**src/rtl/gpio_pkg.sv**
```systemverilog
package gpio_pkg;
    localparam int PORT_W = 8;
    localparam int ADDR_W = 2;

    typedef enum logic [ADDR_W-1:0] {
        SEL_DATA = 2'd0,
        SEL_DIR  = 2'd1,
        SEL_CTRL = 2'd2,
        SEL_NONE = 2'd3
    } reg_sel_e;
endpackage

```
**src/rtl/gpio_regs.sv**
```systemverilog
module gpio_regs
    import gpio_pkg::*;
#(
    parameter int WIDTH = PORT_W
) (
    input  logic             clk,
    input  logic             rst_n,
    input  logic             wr_en,
    input  reg_sel_e         sel,
    input  logic [WIDTH-1:0] wdata,
    output logic [WIDTH-1:0] out_latch,
    output logic [WIDTH-1:0] dir_bits,
    output logic             pu_dis
);
    localparam logic [WIDTH-1:0] DIR_RST = '1;

    always_ff @(posedge clk or negedge rst_n) begin
        if (!rst_n) begin
            out_latch <= '0;
            dir_bits  <= DIR_RST;
            pu_dis    <= 1'b1;
        end else if (wr_en) begin
            unique case (sel)
                SEL_DATA: out_latch <= wdata;
                SEL_DIR:  dir_bits  <= wdata;
                SEL_CTRL: pu_dis    <= wdata[0];
                SEL_NONE: ;
            endcase
        end
    end
endmodule

```
**src/rtl/gpio_sync.sv**
```systemverilog
module gpio_sync #(
    parameter int WIDTH  = 8,
    parameter int STAGES = 2
) (
    input  logic             clk,
    input  logic             rst_n,
    input  logic [WIDTH-1:0] async_in,
    output logic [WIDTH-1:0] sync_out
);
    logic [WIDTH-1:0] stage_q [STAGES];

    for (genvar s = 0; s < STAGES; s++) begin : g_stage
        always_ff @(posedge clk or negedge rst_n) begin
            if (!rst_n) begin
                stage_q[s] <= '0;
            end else if (s == 0) begin
                stage_q[s] <= async_in;
            end else begin
                stage_q[s] <= stage_q[(s == 0) ? 0 : s-1];
            end
        end
    end

    assign sync_out = stage_q[STAGES-1];
endmodule

```
**src/rtl/gpio_pin_ctrl.sv**
```systemverilog
module gpio_pin_ctrl #(
    parameter int WIDTH = 8
) (
    input  logic [WIDTH-1:0] out_latch,
    input  logic [WIDTH-1:0] dir_bits,
    input  logic             pu_dis,
    input  logic [WIDTH-1:0] force_out,
    input  logic [WIDTH-1:0] force_in,
    output logic [WIDTH-1:0] pad_out,
    output logic [WIDTH-1:0] pad_oe,
    output logic [WIDTH-1:0] pad_pu
);
    for (genvar p = 0; p < WIDTH; p++) begin : g_pin
        logic drive;
        always_comb begin
            // a drive request outranks a float request, which outranks the register
            if (force_out[p])     drive = 1'b1;
            else if (force_in[p]) drive = 1'b0;
            else                  drive = ~dir_bits[p];
        end
        assign pad_oe[p]  = drive;
        assign pad_out[p] = out_latch[p];
        assign pad_pu[p]  = ~pu_dis & ~drive;
    end
endmodule

```
**src/rtl/gpio_port.sv**
```systemverilog
module gpio_port
    import gpio_pkg::*;
(
    input  logic              clk,
    input  logic              rst_n,
    input  logic              bus_wr,
    input  logic              bus_rd,
    input  logic [ADDR_W-1:0] bus_addr,
    input  logic [PORT_W-1:0] bus_wdata,
    output logic [PORT_W-1:0] bus_rdata,
    input  logic [PORT_W-1:0] force_out,
    input  logic [PORT_W-1:0] force_in,
    input  logic [PORT_W-1:0] pin_in,
    output logic [PORT_W-1:0] pad_out,
    output logic [PORT_W-1:0] pad_oe,
    output logic [PORT_W-1:0] pad_pu
);
    localparam int SYNC_STAGES = 2;

    reg_sel_e          sel;
    logic [PORT_W-1:0] out_latch;
    logic [PORT_W-1:0] dir_bits;
    logic              pu_dis;
    logic [PORT_W-1:0] pin_sync;
    logic [PORT_W-1:0] rd_next;

    assign sel = reg_sel_e'(bus_addr);

    gpio_regs #(.WIDTH(PORT_W)) u_regs (
        .clk       (clk),
        .rst_n     (rst_n),
        .wr_en     (bus_wr),
        .sel       (sel),
        .wdata     (bus_wdata),
        .out_latch (out_latch),
        .dir_bits  (dir_bits),
        .pu_dis    (pu_dis)
    );

    gpio_sync #(.WIDTH(PORT_W), .STAGES(SYNC_STAGES)) u_sync (
        .clk      (clk),
        .rst_n    (rst_n),
        .async_in (pin_in),
        .sync_out (pin_sync)
    );

    gpio_pin_ctrl #(.WIDTH(PORT_W)) u_pins (
        .out_latch (out_latch),
        .dir_bits  (dir_bits),
        .pu_dis    (pu_dis),
        .force_out (force_out),
        .force_in  (force_in),
        .pad_out   (pad_out),
        .pad_oe    (pad_oe),
        .pad_pu    (pad_pu)
    );

    always_comb begin
        unique case (sel)
            SEL_DATA: rd_next = pin_sync;
            SEL_DIR:  rd_next = dir_bits;
            SEL_CTRL: rd_next = {{(PORT_W-1){1'b0}}, pu_dis};
            SEL_NONE: rd_next = '0;
        endcase
    end

    always_ff @(posedge clk or negedge rst_n) begin
        if (!rst_n)      bus_rdata <= '0;
        else if (bus_rd) bus_rdata <= rd_next;
    end
endmodule

```
**config.mk**
```make
export PLATFORM = sky130hd
export DESIGN_NAME = gpio_port
export DESIGN_NICKNAME = d
export VERILOG_FILES = /design/src/rtl/gpio_pkg.sv /design/src/rtl/gpio_regs.sv /design/src/rtl/gpio_sync.sv /design/src/rtl/gpio_pin_ctrl.sv /design/src/rtl/gpio_port.sv
export SDC_FILE = /design/constraint.sdc
export NUM_CORES = 1
export LEC_CHECK = 0
export BUFFER_PORTS_ARGS = -buffer_cell sky130_fd_sc_hd__buf_2
export CORE_MARGIN = 5
export CORE_UTILIZATION = 46
export DETAILED_ROUTE_END_ITERATION = 10
export PLACE_DENSITY = 0.89
export SYNTH_ARGS = -nofsm -noshare
export SYNTH_HDL_FRONTEND = slang
export SYNTH_SLANG_ARGS = --single-unit
```
**constraint.sdc**
```tcl
create_clock -name clk -period 1.56 [get_ports clk]
set_input_delay 0.39 -clock clk [delete_from_list [all_inputs] [get_ports clk]]
set_output_delay 0.39 -clock clk [all_outputs]
set_load 0.005 [all_outputs]
```
==> impl_metrics.py, run 1 <==
metrics = {
    "outcome": {
        "status": "finished, violations left",
        "violations": "negative setup slack",
    },
    "power_and_ir_drop": {
        "p_sw_w": 0.000629,
        "comb_power_share": 0.230,
        "p_seq_frac": 0.546,
        "swShare": 0.263,
        "p_int_w": 0.00176,
        "ir_drop_mv": 0.820,
        "pwr_density_cell_nw_per_um2": 1090,
        "leakagePower_nw": 1.09,
        "clockPowerShare": 0.225,
        "p_total_w": 0.00239,
    },
    "placement": {
        "gp_congestion": 0.689,
        "placed_cell_area_um2": 1980,
        "port_buffers": 69,
        "preCtsSetupSlack_ns": 0.0521,
        "hpwlAfterDp_um": 2570,
    },
    "floorplanning": {
        "die_area_um2": 4820,
        "start_util": 0.483,
        "die_h_um": 69.4,
        "core-area_um2": 3360,
        "num_rows": 21,
        "pin_count": 70,
        "die_w_um": 69.4,
    },
    "sta": {
        "setup_tns_ns": -0.348,
        "tightestPinTransition_ns": 0.481,
        "finalCritPeriodShare": 1.03,
        "drv_slew": 0,
        "rsz0062_at_grt": "yes",
        "relSlewSlack": 0.679,
        "fmax_ghz": 0.620,
        "finClkSkew_ns": 0.00804,
        "finalSetupViolations": 8,
        "hold_viol": 0,
        "fin_ws_ns": -0.0528,
        "fin_crit_ns": 1.61,
    },
    "cts": {
        "worstSkewPairLatency_ns": 0.34,
        "clkSlewWorstSetupHoldPaths_ns": 0.11,
        "cts_root_buf": "clkbuf_4",
        "clk_path_buf_depth": 2,
        "cts_max_level": 2,
        "cts_tree": "done",
        "clock_sinks": 41,
        "cts_buffers": 5,
    },
    "route": {
        "ant_nets": 0,
        "vias": 1173,
        "drc": 0,
        "wl_per_cell_um": 15.4,
        "initialDrtViolationCount": 27,
        "drtPass1Iterations": 4,
        "drt_wl_total_um": 3730,
        "vias_per_cell": 4.83,
    },
    "worst_setup_path": {
        "crit_fanout": 4,
        "r2r_setup_slack_ns": 0.44,
        "r2r-end": "bus_rdata[0]",
        "cp-endpoint": "pad_pu[1]",
        "required_ns": 1.17,
        "r2r_cells": 4,
        "criticalPathCategory": "reg -> out",
        "crit_start": "u_regs.pu_dis",
        "r2r_start": "u_regs.pu_dis",
        "critPathCaptureType": "primary output",
        "startpoint_type": "flop",
        "critPathArrivalTime_ns": 1.22,
    },
    "logic_synthesis": {
        "netlist_area_um2": 1620,
        "syn-num-nets": 154,
        "synthCells": 116,
        "seq_area_frac_synth": 0.639,
        "avgSynthCellArea_um2": 14.0,
        "ys_ff_latch": 41,
        "synth_warnings": 0,
        "synthDistinctLibCells": 17,
    },
    "worst_hold_path": {
        "hp-class": "in -> reg",
    },
    "grt": {
        "globalRouteOverflowTotal": 0,
        "grt_usage": 0.157,
        "grt_pass1_wl_um": 5780,
        "grt_max_degree": 42,
        "antenna_found_initial": 0,
        "grt_pass1_vias": 1218,
    },
    "cells_and_area": {
        "fin_area_um2": 2200,
        "fin_util": 0.654,
        "drive_gt1_frac": 0.650,
        "final_cell_mix": "buf_2, dfrtp_1, mux2_2, buf_4, dfstp_2",
        "nets": 234,
        "final_common_cell": "buf_2",
        "num_antenna_cells": 0,
        "area_growth_pct": 35.5,
    },
    "job": {
        "max_cap_violations": 0,
    },
}
-- critical path, stage by stage, from the launching register on --
cell     delay, ns
dfstp_2       0.58
buf_6         0.13
nor2_1        0.04
buf_2         0.13
-- synth_stat cells, drive strengths merged --
cell,count,area (µm²)
buf,9,71.3
clkbuf,3,11.3
dfrtp,32,801
dfstp,9,236
inv,8,30.0
mux2,17,191
mux2i,8,80.1
nand2b,2,12.5
nand3b,2,18.8
nand4b,1,8.76
nor2,8,30.0
nor3b,1,18.8
o21bai,8,60.1
o221ai,1,8.76
o22ai,7,43.8
-- state kept, by name, indices dropped and copies added, names as in the netlist --
name              cells
u_regs.out_latch      8
bus_rdata             8
u_regs.pu_dis         1
u_sync.stage_q        8
u_sync.sync_out       8
u_regs.dir_bits       8
-- kinds of logic after synthesis --
family / Yosys count / synth area share
AO/OA/AOI/OAI: 16 / 0.0694
multiplexers: 25 / 0.167
buffers and inverters: 20 / 0.0694
flip-flops: 41 / 0.639
AND/OR/NAND/NOR: 14 / 0.0547
-- power by group through the flow --
| stage | registers (W) | clock network, W | logic [W] |
|---|---|---|---|
| floorplan | 0.00130 | 0 | 0.000221 |
| global placement | 0.00133 | 0 | 0.000388 |
| detailed placement | 0.00134 | 0 | 0.000406 |
| CTS | 0.00130 | 0.000554 | 0.000511 |
| global route | 0.00132 | 0.000601 | 0.000601 |
| finish | 0.00131 | 0.000538 | 0.000549 |
-- area by class of cell --
class / instances / area, µm²
Fill cell: 274 / 1160
Sequential cell: 41 / 1040
Multi-Input combinational cell: 55 / 527
Inverter: 8 / 30.0
Tap cell: 46 / 57.6
Timing Repair Buffer: 85 / 488
Clock buffer: 8 / 58.8
-- metal layers --
layer	routed length, µm	global-route usage	up-vias
li1	-	-	550
met1	1520	0.188	563
met2	1830	0.248	51
met3	272	0.0580	9
met4	106	0.0759	0
met5	0	0	-
-- worst min path at each step --
stage / start / end / slack [ns] / cells after the start
global route: pin_in[3] / u_sync.stage_q[11] / 0.11 / 1
CTS: pin_in[0] / u_sync.stage_q[8] / 0.13 / 1
floorplan: rst_n / bus_rdata[0] / 0.09 / 0
finish: pin_in[0] / u_sync.stage_q[8] / 0.14 / 1
detailed placement: u_sync.stage_q[14] / u_sync.sync_out[6] / 0.34 / 0
global placement: u_sync.stage_q[14] / u_sync.sync_out[6] / 0.33 / 0
-- what timing repair did --
action / 4_1_cts / 5_1_grt
buffers inserted: 9 / 3
gates resized for setup: 6 / 10
pin swaps: 8 / 3
endpoints found under the hold margin: 32 / 0
hold buffers: 1 / 0
endpoints found under the setup margin: 9 / 13
-- metrics by stage --
step           hold WS [ns]  instances
3_5_place_dp          0.336        222
3_3_place_gp          0.333        222
2_1_floorplan        0.0944        116
5_1_grt               0.108        243
4_1_cts               0.126        240
6_report              0.143        243
(Power assumes the default switching activity.)
==> run 2: changes to the inputs <==
==> constraint.sdc (replaced) <==
create_clock -name clk -period 1.56 [get_ports clk]
set_input_delay 0.078 -clock clk [delete_from_list [all_inputs] [get_ports clk]]
set_output_delay 0.078 -clock clk [all_outputs]
set_load 0.005 [all_outputs]
==> run 2 against run 1 <==
  * The flow now finishes without violations
  * Sequential share of layout area is 0.16 points lower
  * Cell count is 0.82% higher
  * Global-route usage is 0.86 points higher
  * Core utilization is 0.22 points higher
  * Flip-flop and latch count did not move
  * Highest routed layer unchanged
==> impl_metrics.py, run 2 (same netlist as run 1, synthesis figures left out) <==
metrics = {
    "worst_setup_path": {
        "required_ns": 1.48,
        "crit_fanout": 10,
        "startpoint_type": "flop",
        "critPathCaptureType": "primary output",
        "criticalPathCategory": "reg -> out",
        "critPathArrivalTime_ns": 1.27,
    },
    "power_and_ir_drop": {
        "clockPowerShare": 0.290,
        "p_int_w": 0.00185,
        "pwr_density_cell_nw_per_um2": 1110,
        "ir_drop_mv": 0.771,
        "swShare": 0.245,
        "p_sw_w": 0.000600,
        "leakagePower_nw": 1.09,
        "p_seq_frac": 0.536,
        "comb_power_share": 0.174,
    },
    "cts": {
        "cts_root_buf": "clkbuf_4",
        "cts_tree": "done",
        "clock_sinks": 41,
        "cts_buffers": 5,
        "worstSkewPairLatency_ns": 0.35,
        "clk_path_buf_depth": 2,
        "cts_max_level": 2,
        "clkSlewWorstSetupHoldPaths_ns": 0.11,
        "cts_resized": 0,
    },
    "route": {
        "drtPass1Iterations": 4,
        "wl_per_cell_um": 15.2,
        "drc": 0,
        "vias_per_cell": 4.80,
        "vias": 1177,
        "drt_wl_total_um": 3720,
        "initialDrtViolationCount": 19,
        "ant_nets": 0,
    },
    "grt": {
        "globalRouteOverflowTotal": 0,
        "grt_usage": 0.165,
        "antenna_found_initial": 0,
        "grt_pass1_vias": 1272,
        "grt_max_degree": 42,
        "grt_pass1_wl_um": 6140,
    },
    "floorplanning": {
        "die_area_um2": 4820,
        "die_w_um": 69.4,
        "core-area_um2": 3360,
        "die_h_um": 69.4,
        "num_rows": 21,
        "pin_count": 70,
        "start_util": 0.483,
    },
    "sta": {
        "hold_viol": 0,
        "finClkSkew_ns": 0.00421,
        "finalCritPeriodShare": 0.865,
        "setup_tns_ns": 0,
        "fin_crit_ns": 1.35,
        "drv_slew": 0,
        "finalSetupViolations": 0,
        "fmax_ghz": 0.741,
        "rsz0062_at_grt": "no",
        "relSlewSlack": 0.672,
        "hold_ws_ns": 0.0768,
        "tightestPinTransition_ns": 0.492,
    },
    "job": {
        "max_cap_violations": 0,
    },
    "cells_and_area": {
        "final_cell_mix": "buf_2, dfrtp_1, mux2_2, dlygate4sd3_1, dfstp_2",
        "area_growth_pct": 35.9,
        "final_common_cell": "buf_2",
        "drive_gt1_frac": 0.528,
        "nets": 236,
        "fin_util": 0.656,
        "num_antenna_cells": 0,
    },
    "placement": {
        "gp_congestion": 0.682,
        "port_buffers": 69,
        "hpwlAfterDp_um": 2520,
    },
    "outcome": {
        "status": "finished, final reports clean",
    },
    "worst_hold_path": {
        "hp-class": "in -> reg",
    },
}
## run 2: changes by cell type in the layout (fill, tap and decap cells not counted), moves of 3 or more
cell	previous run	this run
nor2_1	3	8
o21bai_1	3	8
nor2_2	5	0
buf_4	12	1
o21bai_4	3	0
dlygate4sd3_1	1	17
## run 2: final cells by class
| class | count | area, µm² |
|---|---|---|
| tap | 46 | 57.6 |
| sequential | 41 | 1040 |
| multi-input combinational | 55 | 473 |
| inverter | 8 | 30.0 |
| clock inverter | 1 | 30.0 |
| fill | 273 | 1160 |
| clock buffer | 7 | 55.1 |
| timing repair buffer | 87 | 523 |
## run 2: path summary, 6_finish.rpt
| kind | startpoint | end | slack [ns] | cells after the start |
|---|---|---|---|---|
| max reg2reg | u_regs.pu_dis | bus_rdata[0] | 0.49 | 2 |
| min reg2reg | u_sync.stage_q[15] | u_sync.sync_out[7] | 0.36 | 0 |
| min | bus_rd | bus_rdata[6] | 0.08 | 2 |
| min in group asynchronous | rst_n | u_regs.out_latch[4] | 0.29 | 3 |
| max in group asynchronous | rst_n | u_regs.dir_bits[6] | 0.90 | 3 |
| max | u_regs.pu_dis | pad_pu[2] | 0.21 | 2 |
## run 2: metrics by stage
| step | area (µm²) | power [W] | setup WS (ns) | std cells |
|---|---|---|---|---|
| 6_report | 2210 | 0.00245 | 0.211 | 245 |
| 4_1_cts | 2210 | 0.00247 | 0.209 | 245 |
| 2_1_floorplan | 1620 | 0.00153 | 0.464 | 116 |
| 3_3_place_gp | 1950 | 0.00171 | 0.284 | 220 |
| 3_5_place_dp | 1950 | 0.00173 | 0.248 | 220 |
| 5_1_grt | 2210 | 0.00259 | 0.135 | 245 |
## run 2: layer usage
metal | vias up | share of wire | GRT usage
met2 | 51 | 0.51 | 0.274
met1 | 558 | 0.38 | 0.183
met5 | - | 0 | 0
met4 | 0 | 0.029 | 0.0759
met3 | 9 | 0.085 | 0.0696
li1 | 559 | - | -
## run 2: repair_timing
| action | 4_1_cts | 5_1_grt |
|---|---|---|
| setup buffers | 0 | 0 |
| hold endpoints to repair | 56 | 0 |
| hold buffers | 17 | 0 |
## run 2: worst max-delay path: stages, from the launching register on
cell	delay, ns
dfstp_2	0.69
nor2_1	0.09
buf_2	0.14
## run 2: power by group through the flow
stage | Clock, W | Sequential [W] | Combinational, W
2_1_floorplan | 0 | 0.00130 | 0.000221
3_3_place_gp | 0 | 0.00133 | 0.000380
3_5_place_dp | 0 | 0.00134 | 0.000395
4_1_cts | 0.000723 | 0.00132 | 0.000429
5_1_grt | 0.000777 | 0.00134 | 0.000476
6_report | 0.000712 | 0.00132 | 0.000427
==> run 3: changes to the inputs <==
MAX_ROUTING_LAYER = met4   (was not set)
==> run 3 against run 2 <==
  * Combinational power hardly changed
  * Setup slack better by 0.0044 ns
  * Global-route usage increased by 0.47 points
  * Highest routed layer unchanged
  * Sequential share of layout area stayed put
  * Clock-buffer cell count unchanged
  * Total power about the same
  * Largest cell class unchanged
  * Design area unchanged
  * Clock power about the same
  * Non-clock buffer count stayed put
  * Sequential power is essentially flat
  * Die area unchanged
==> impl_metrics.py, run 3 (same netlist as run 1, synthesis figures left out) <==
metrics = {
    "route": {
        "vias": 1178,
        "ant_nets": 0,
        "initialDrtViolationCount": 16,
        "drtPass1Iterations": 4,
        "drc": 0,
        "vias_per_cell": 4.81,
        "drt_wl_total_um": 3710,
        "wl_per_cell_um": 15.1,
    },
    "grt": {
        "grt_pass1_vias": 1273,
        "globalRouteOverflowTotal": 0,
        "grt_max_degree": 42,
        "antenna_found_initial": 0,
        "grt_pass1_wl_um": 6140,
        "grt_usage": 0.170,
    },
    "cts": {
        "cts_max_level": 2,
        "clk_path_buf_depth": 2,
        "cts_tree": "done",
        "clock_sinks": 41,
        "cts_setup_buffers": 0,
        "cts_buffers": 5,
        "ctsHoldBuffers": 17,
        "clkSlewWorstSetupHoldPaths_ns": 0.11,
        "cts_root_buf": "clkbuf_4",
        "worstSkewPairLatency_ns": 0.35,
        "cts_resized": 0,
    },
    "floorplanning": {
        "start_util": 0.483,
        "num_rows": 21,
        "pin_count": 70,
        "core-area_um2": 3360,
        "die_w_um": 69.4,
        "die_area_um2": 4820,
        "die_h_um": 69.4,
    },
    "cells_and_area": {
        "drive_gt1_frac": 0.528,
        "final_common_cell": "buf_2",
        "area_growth_pct": 35.9,
        "final_cell_mix": "buf_2, dfrtp_1, mux2_2, dlygate4sd3_1, dfstp_2",
        "regArea_um2": 1040,
        "fillers": 273,
        "nets": 236,
        "num_antenna_cells": 0,
        "multi_input_area_um2": 473,
    },
    "sta": {
        "drv_slew": 0,
        "tightestPinTransition_ns": 0.495,
        "finalCritPeriodShare": 0.862,
        "relSlewSlack": 0.670,
        "fmax_ghz": 0.744,
        "finalSetupViolations": 0,
        "setup_tns_ns": 0,
        "rsz0062_at_grt": "no",
        "fin_crit_ns": 1.34,
        "hold_viol": 0,
        "finClkSkew_ns": 0.00474,
        "fin_ws_ns": 0.215,
    },
    "worst_setup_path": {
        "cp.buffers_inverters": 1,
        "criticalPathCategory": "reg -> out",
        "cpMaxStageDelayCell": "dfstp_2",
        "critPathCaptureType": "primary output",
        "startpoint_type": "flop",
        "cpLargestDelayFamily": "flip-flops",
        "crit_fanout": 10,
        "crit_chain": "nor2_1 -> buf_2",
        "critPathArrivalTime_ns": 1.27,
        "max_stage_delay_ns": 0.69,
        "required_ns": 1.48,
    },
    "placement": {
        "gp_congestion": 0.689,
        "preCtsSetupSlack_ns": 0.248,
        "hpwlAfterDp_um": 2520,
        "port_buffers": 69,
    },
    "worst_hold_path": {
        "hp-class": "in -> reg",
    },
    "outcome": {
        "status": "finished, final reports clean",
    },
    "power_and_ir_drop": {
        "ir_drop_mv": 0.772,
        "pwr_density_cell_nw_per_um2": 1110,
        "leakagePower_nw": 1.09,
    },
    "job": {
        "max_cap_violations": 0,
    },
}
-- run 3: final timing paths --
check	slack, ns	cells after the start	endpoint	startpoint
setup / recovery	0.22	2	pad_pu[2]	u_regs.pu_dis
hold / removal	0.08	2	bus_rdata[6]	bus_rd
setup reg to reg	0.49	2	bus_rdata[0]	u_regs.pu_dis
hold reg to reg	0.36	0	u_sync.sync_out[7]	u_sync.stage_q[15]
max in group asynchronous	0.89	3	u_regs.dir_bits[6]	rst_n
min in group asynchronous	0.29	3	u_regs.out_latch[4]	rst_n
-- run 3: area by class of cell --
| type | instances | share of cell area |
|---|---|---|
| Timing Repair Buffer | 87 | 0.237 |
| Clock inverter | 1 | 0.0136 |
| Inverter | 8 | 0.0136 |
| Tap cell | 46 | 0.0261 |
| Clock buffer | 7 | 0.0250 |
| Multi-Input combinational cell | 55 | 0.214 |
| Sequential cell | 41 | 0.470 |
-- run 3: power by group --
group	internal, W	total [W]	switching (W)
registers	0.00122	0.00132	0.0000906
logic	0.000246	0.000427	0.000181
clock network	0.000383	0.000712	0.000329
-- run 3: worst register-to-register path, delay by kind of cell (launching register included) --
family	cells	cell delay, ns
AOI/OAI and AO/OA	1	0.18
muxes	1	0.12
DFF	1	0.69
-- run 3: through the flow --
stage          area [µm²]  hold WS [ns]  total power [W]  cells   util
2_1_floorplan        1620        -0.218          0.00153    116      -
5_1_grt              2210        0.0851          0.00259    245  0.656
3_3_place_gp         1950         0.157          0.00171    220  0.580
4_1_cts              2210        0.0637          0.00247    245  0.656
3_5_place_dp         1950         0.162          0.00173    220  0.580
6_report             2210        0.0787          0.00245    245  0.656
-- run 3: layer usage --
metal  global-route usage  routed length, µm
met5                    -                  0
met4               0.0759                108
met3               0.0609                272
met2                0.274               1870
met1                0.189               1460
